--- src/rtl/adc_seq_pkg.sv ---
package adc_seq_pkg;

  typedef enum logic [1:0] {
    SEQ_SINGLE    = 2'd0,
    SEQ_SCAN_ONCE = 2'd1,
    SEQ_SCAN_LOOP = 2'd2,
    SEQ_SCAN_ALT  = 2'd3
  } seq_mode_e;

  typedef enum logic {
    ST_IDLE = 1'b0,
    ST_WAIT = 1'b1
  } seq_state_e;

  // looping modes keep the start flag after a full pass
  function automatic logic mode_loops(input logic [1:0] m);
    return m[1];
  endfunction

  // any mode other than single walks the mask
  function automatic logic mode_scans(input logic [1:0] m);
    return (m != SEQ_SINGLE);
  endfunction

endpackage

--- src/rtl/adc_chan_pick.sv ---
// Finds the lowest enabled channel whose index is at or above floor_idx.
module adc_chan_pick #(
  parameter int NCH = 8,
  localparam int CW = (NCH > 1) ? $clog2(NCH) : 1,
  localparam int FW = CW + 1
) (
  input  logic [NCH-1:0] mask,
  input  logic [FW-1:0]  floor_idx,
  output logic           hit,
  output logic [CW-1:0]  idx
);

  logic [NCH-1:0] elig;

  for (genvar g = 0; g < NCH; g++) begin : g_elig
    assign elig[g] = mask[g] && (FW'(g) >= floor_idx);
  end

  always_comb begin
    hit = 1'b0;
    idx = '0;
    for (int i = NCH - 1; i >= 0; i--) begin
      if (elig[i]) begin
        hit = 1'b1;
        idx = CW'(i);
      end
    end
  end

endmodule

--- src/rtl/adc_start_ctrl.sv ---
// Holds the start flag: set by software or a hardware trigger,
// cleared by software, by the sequencer, or by a low enable.
module adc_start_ctrl (
  input  logic clk,
  input  logic rst_n,
  input  logic conv_en,
  input  logic sw_wr,
  input  logic sw_start,
  input  logic trig_pwm,
  input  logic trig_pin,
  input  logic hw_clr,
  output logic start_q
);

  logic any_trig;
  logic start_d;
  logic start_upd;

  assign any_trig  = trig_pwm | trig_pin;
  assign start_upd = !conv_en | sw_wr | hw_clr | any_trig;

  always_comb begin
    if (!conv_en)     start_d = 1'b0;
    else if (sw_wr)   start_d = sw_start;
    else if (hw_clr)  start_d = 1'b0;
    else if (any_trig) start_d = 1'b1;
    else              start_d = start_q;
  end

  always_ff @(posedge clk or negedge rst_n) begin
    if (!rst_n)         start_q <= 1'b0;
    else if (start_upd) start_q <= start_d;
  end

  a_r1_en_clears_start: assert property (@(posedge clk) disable iff (!rst_n)
    !conv_en |=> !start_q);

  a_r3_sw_clear: assert property (@(posedge clk) disable iff (!rst_n)
    (conv_en && sw_wr && !sw_start) |=> !start_q);

  a_r2_trig_sets: assert property (@(posedge clk) disable iff (!rst_n)
    (conv_en && !sw_wr && !hw_clr && (trig_pwm || trig_pin)) |=> start_q);

endmodule

--- src/rtl/adc_scan_fsm.sv ---
// Issues one conversion request at a time and picks the next channel.
module adc_scan_fsm
  import adc_seq_pkg::*;
#(
  parameter int NCH = 8,
  localparam int CW = (NCH > 1) ? $clog2(NCH) : 1
) (
  input  logic          clk,
  input  logic          rst_n,
  input  logic          conv_en,
  input  logic          start_q,
  input  logic [1:0]    mode,
  input  logic          first_hit,
  input  logic [CW-1:0] first_idx,
  input  logic          next_hit,
  input  logic [CW-1:0] next_idx,
  input  logic          conv_done,
  output logic          conv_req,
  output logic [CW-1:0] conv_ch,
  output logic          hw_clr
);

  seq_state_e    state_q, state_d;
  logic [CW-1:0] ch_q, ch_d;
  logic          loops, scans, fsm_upd;

  assign loops   = mode_loops(mode);
  assign scans   = mode_scans(mode);
  assign fsm_upd = (state_q == ST_IDLE) | !conv_en | conv_done;

  always_comb begin
    state_d = state_q;
    ch_d    = ch_q;
    hw_clr  = 1'b0;
    unique case (state_q)
      ST_IDLE: begin
        if (start_q && conv_en) begin
          if (first_hit) begin
            state_d = ST_WAIT;
            ch_d    = first_idx;
          end else if (!loops) begin
            hw_clr = 1'b1;
          end
        end
      end
      ST_WAIT: begin
        if (!conv_en) begin
          state_d = ST_IDLE;
        end else if (conv_done) begin
          if (!start_q) begin
            state_d = ST_IDLE;
          end else if (!scans) begin
            state_d = ST_IDLE;
            hw_clr  = 1'b1;
          end else if (next_hit) begin
            ch_d = next_idx;
          end else if (loops && first_hit) begin
            ch_d = first_idx;
          end else begin
            state_d = ST_IDLE;
            hw_clr  = !loops;
          end
        end
      end
      default: state_d = ST_IDLE;
    endcase
  end

  always_ff @(posedge clk or negedge rst_n) begin
    if (!rst_n) begin
      state_q <= ST_IDLE;
      ch_q    <= '0;
    end else if (fsm_upd) begin
      state_q <= state_d;
      ch_q    <= ch_d;
    end
  end

  assign conv_req = (state_q == ST_WAIT);
  assign conv_ch  = ch_q;

  a_r4_single_one_shot: assert property (@(posedge clk) disable iff (!rst_n)
    (conv_req && conv_done && conv_en && mode == SEQ_SINGLE) |=> !conv_req);

  a_r5_ascending: assert property (@(posedge clk) disable iff (!rst_n)
    (conv_req && conv_done && conv_en && start_q && mode == SEQ_SCAN_ONCE)
      |=> (!conv_req || conv_ch > $past(conv_ch)));

  a_r7_no_req_after_clear: assert property (@(posedge clk) disable iff (!rst_n)
    (conv_req && conv_done && !start_q) |=> !conv_req);

endmodule

--- src/rtl/adc_scan_seq.sv ---
module adc_scan_seq
  import adc_seq_pkg::*;
#(
  parameter int NCH = 8,
  localparam int CW = (NCH > 1) ? $clog2(NCH) : 1,
  localparam int FW = CW + 1
) (
  input  logic           clk,
  input  logic           rst_n,
  input  logic           conv_en,
  input  logic           sw_wr,
  input  logic           sw_start,
  input  logic           trig_pwm,
  input  logic           trig_pin,
  input  logic [1:0]     mode,
  input  logic [NCH-1:0] chan_mask,
  input  logic           conv_done,
  output logic           conv_req,
  output logic [CW-1:0]  conv_ch,
  output logic           busy
);

  logic          start_q, hw_clr;
  logic          first_hit, next_hit;
  logic [CW-1:0] first_idx, next_idx;
  logic [FW-1:0] next_floor;

  assign next_floor = FW'(conv_ch) + FW'(1);

  adc_start_ctrl u_start (
    .clk      (clk),
    .rst_n    (rst_n),
    .conv_en  (conv_en),
    .sw_wr    (sw_wr),
    .sw_start (sw_start),
    .trig_pwm (trig_pwm),
    .trig_pin (trig_pin),
    .hw_clr   (hw_clr),
    .start_q  (start_q)
  );

  adc_chan_pick #(.NCH(NCH)) u_pick_first (
    .mask      (chan_mask),
    .floor_idx ('0),
    .hit       (first_hit),
    .idx       (first_idx)
  );

  adc_chan_pick #(.NCH(NCH)) u_pick_next (
    .mask      (chan_mask),
    .floor_idx (next_floor),
    .hit       (next_hit),
    .idx       (next_idx)
  );

  adc_scan_fsm #(.NCH(NCH)) u_fsm (
    .clk       (clk),
    .rst_n     (rst_n),
    .conv_en   (conv_en),
    .start_q   (start_q),
    .mode      (mode),
    .first_hit (first_hit),
    .first_idx (first_idx),
    .next_hit  (next_hit),
    .next_idx  (next_idx),
    .conv_done (conv_done),
    .conv_req  (conv_req),
    .conv_ch   (conv_ch),
    .hw_clr    (hw_clr)
  );

  assign busy = start_q;

  a_r1_en_drops_req: assert property (@(posedge clk) disable iff (!rst_n)
    !conv_en |=> !conv_req);

  a_r9_req_held: assert property (@(posedge clk) disable iff (!rst_n)
    (conv_req && !conv_done && conv_en) |=> (conv_req && $stable(conv_ch)));

  a_r8_empty_once_clears: assert property (@(posedge clk) disable iff (!rst_n)
    (busy && !conv_req && chan_mask == '0 && !mode[1] && conv_en &&
     !sw_wr && !trig_pwm && !trig_pin) |=> !busy);

endmodule

--- config.mk ---
export PLATFORM = sky130hd
export DESIGN_NAME = adc_scan_seq
export DESIGN_NICKNAME = d
export VERILOG_FILES = /design/src/rtl/adc_seq_pkg.sv /design/src/rtl/adc_chan_pick.sv /design/src/rtl/adc_start_ctrl.sv /design/src/rtl/adc_scan_fsm.sv /design/src/rtl/adc_scan_seq.sv
export SDC_FILE = /design/constraint.sdc
export NUM_CORES = 1
export LEC_CHECK = 0
export ABC_AREA = 1
export ABC_CLOCK_PERIOD_IN_PS = 2370
export BUFFER_PORTS_ARGS = -buffer_cell sky130_fd_sc_hd__clkbuf_2
export CAP_MARGIN = 10
export CORE_AREA = 2 2 43 54
export CTS_BUF_LIST = sky130_fd_sc_hd__clkbuf_8
export CTS_CLUSTER_SIZE = 10
export DETAILED_ROUTE_END_ITERATION = 8
export DIE_AREA = 0 0 45 56
export SLEW_MARGIN = 20
export SYNTH_ARGS = -nofsm -noshare
export SYNTH_HDL_FRONTEND = slang
export SYNTH_HIERARCHICAL = 1
export SYNTH_SLANG_ARGS = --single-unit
export TNS_END_PERCENT = 5
--- constraint.sdc ---
create_clock -name clk -period 2.37 [get_ports clk]
set_input_delay 0.711 -clock clk [delete_from_list [all_inputs] [get_ports clk]]
set_output_delay 0.711 -clock clk [all_outputs]
set_load 0.02 [all_outputs]
==> metrics.csv <==
metric,value,unit
asr flop ratio synth,1.00,
max_cap viols,0,
synth top area cells,"nand2_1 27%, dfrtp_1 16%, nand3_1 9.8%",
first-pass GRT wire length,2860,um
CP endpoint kind,flop,
Post-synth top flop,dfrtp_1,
YS warnings,6,
post-synthesis cell area,764,um2
crit-path most repeated cell,nand2_1,
Crit-path slowest cell,dfrtp_1,
Num Clock Sinks,5,
launch point of the worst path,u_fsm/conv_ch[0],
share of layout cells above drive strength 1,0.238,
port bufs,22,
Root Driver,clkbuf_8,
fin. max-slew vios,0,
n_diodes,0,
Post-synth top cells,"55 x nand2_1, 18 x inv_1, 15 x nand3_1",
maximum vdd drop,262,uV
r2r worst-path depth,13,
CP Class,flop to flop,
Post-CTS Hold Buffers,0,
Die W,45,um
worst endpoint data arrival time,2100,ps
routed wire length,1670,um
clock period minus worst slack,2000,ps
"Largest delay share family, worst path",simple AND/OR/NAND/NOR gates,
Synth area leader,nand2_1,
TritonCTS buffer count,3,
top cell type's share of synthesized area,0.270,
num rows,18,
Cells after Synth,143,
RR Startpoint,u_fsm/conv_ch[0],
Post-Layout Cell Count,205,
antenna violations before repair,0,
NumNets Final,205,
crit-path max FO,6,
Resized cells post-CTS,0,
WP data required,2470,ps
largest net degree at the start of global routing,11,
syn avg cell area,5.35,um2
CP startpoint kind,flop,
H-tree levels,1,
Crit path depth,13,
Clock Latency Late Sink,210,ps
post-route setup slack,368,ps
WL/cell,8.17,um
full die area,0.00252,mm2
P_leak,0.601,nW
synth unique cells,19,
Tcrit/Tclk final,0.845,
CTS Buffer Depth,2,
Clock Pin Slew Worst Setup and Hold Paths,30,ps
via count,890,
antenna-violating nets left,0,
routed vias/inst,4.34,
crit path to,u_fsm/conv_ch[1],
"Buf+Inv Stages, Crit Path",1,
Die H,56,um
outcome,"complete, no violations",
Placed Instances,201,
# IOs,23,
number of synthesized register bits,5,
DR iter-0 viols,16,
area grow syn2layout,30.9,%
GRT Resource Usage Total,0.144,
CTS tree,built,
Max Freq,500,MHz
Min-Delay Path Class,input pin to asynchronous set/reset pin,
Core Region,0.00198,mm2
routability cong.,0.868,
number of fill cells in the layout,229,
DRC Markers,0,
Worst Skew,0.166,ps
"EDFF count, synth",0,
worst reg2reg endpoint,u_fsm/conv_ch[1],
sequential share of the synthesized area,0.164,
DR pass1 iterations,4,
Finish-stage setup viols,0,
R2R setup slack,370,ps
"count leader, synth",nand2_1,
RSZ-0062 raised after global routing,no,
PD cells,653,mW/mm2
Hold Fails Final Rpt,0,
Final HPWL DP,1460,um
CP peak stage delay,400,ps
CP Cell Sequence,ha_1 -> nand2_1 -> nand2_1 -> nor2_2 -> nand3_1 -> nand2_1 -> nor2_1 -> nand2_1 -> inv_1 -> nand2_1 -> nand3_2 -> nand3_1 -> nand2_1,
grt ovf,0,
Initial Util,0.386,
setup TNS,0,ps
DP Worst Slack,371,ps
Setup Buffers After CTS,0,
number of global-route vias before repair,777,
[metrics by stage]
| stage | power (mW) | utilization | hold WS [ps] | area (um2) |
|---|---|---|---|---|
| floorplan | 0.420 | - | 415 | 828 |
| global placement | 0.502 | 0.482 | 527 | 956 |
| detailed placement | 0.510 | 0.482 | 526 | 956 |
| CTS | 0.660 | 0.505 | 298 | 1000 |
| global route | 0.723 | 0.505 | 297 | 1000 |
| finish | 0.654 | 0.505 | 301 | 1000 |
[layer usage]
| metal | wire length [um] | track usage |
|---|---|---|
| met1 | 780 | 0.170 |
| met2 | 850 | 0.251 |
| met3 | 43 | 0.0195 |
| met4 | 0 | 0.0504 |
| met5 | 0 | 0 |
[power by group]
group | total (mW) | leakage, nW | internal [mW] | switching [mW]
logic | 0.372 | 0.510 | 0.133 | 0.239
clock network | 0.146 | 0.0269 | 0.110 | 0.0354
registers | 0.136 | 0.0642 | 0.107 | 0.0293
[how the worst min path moves through the flow]
stage           from          endpoint  slack [ps]  depth (start not counted)
4_1_cts        rst_n    u_fsm/conv_req         300                          1
3_3_place_gp   rst_n  u_fsm/conv_ch[2]         530                          1
3_5_place_dp   rst_n    u_fsm/conv_req         530                          1
6_report       rst_n    u_fsm/conv_req         300                          1
2_1_floorplan  rst_n  u_fsm/conv_ch[0]         420                          0
5_1_grt        rst_n  u_fsm/conv_ch[2]         300                          1
[flip-flops by register name, indices dropped and copies added (netlist names)]
register	count
u_fsm/conv_ch	3
u_start/start_q	1
u_fsm/conv_req	1
[cells in the final DEF, fill, tap and decap left out, drive strengths merged, types with 2 or more instances in the layout]
master  instances
nand3          18
o21ai           7
a21oi           7
inv            23
conb           18
nor3            2
nor2           19
dfrtp           5
clkbuf         25
nand2          58
[worst reg2reg max path, delay by kind of cell, from the launching register on]
family / cells / cell delay [ps]
flops: 1 / 400
buf+inv: 1 / 60
simple gates: 11 / 1210
fa+ha+maj: 1 / 220
[final cells by class]
| class | instances | area (um2) | area share |
|---|---|---|---|
| multi-input combinational | 132 | 613 | 0.612 |
| tap | 20 | 25.0 | 0.0250 |
| clock inverter | 1 | 3.75 | 0.00375 |
| sequential | 5 | 125 | 0.125 |
| timing repair buffer | 22 | 110 | 0.110 |
| inverter | 22 | 82.6 | 0.0825 |
| clock buffer | 3 | 41.3 | 0.0413 |
[logic make-up after synthesis]
family	Yosys count	share of synthesized area
buffers and inverters	23	0.118
adder cells (fa/ha/maj)	1	0.0164
AO/OA/AOI/OAI	15	0.115
flip-flops	5	0.164
other	1	0.00491
AND/OR/NAND/NOR	98	0.583
Power figures use the tool's default switching activity.
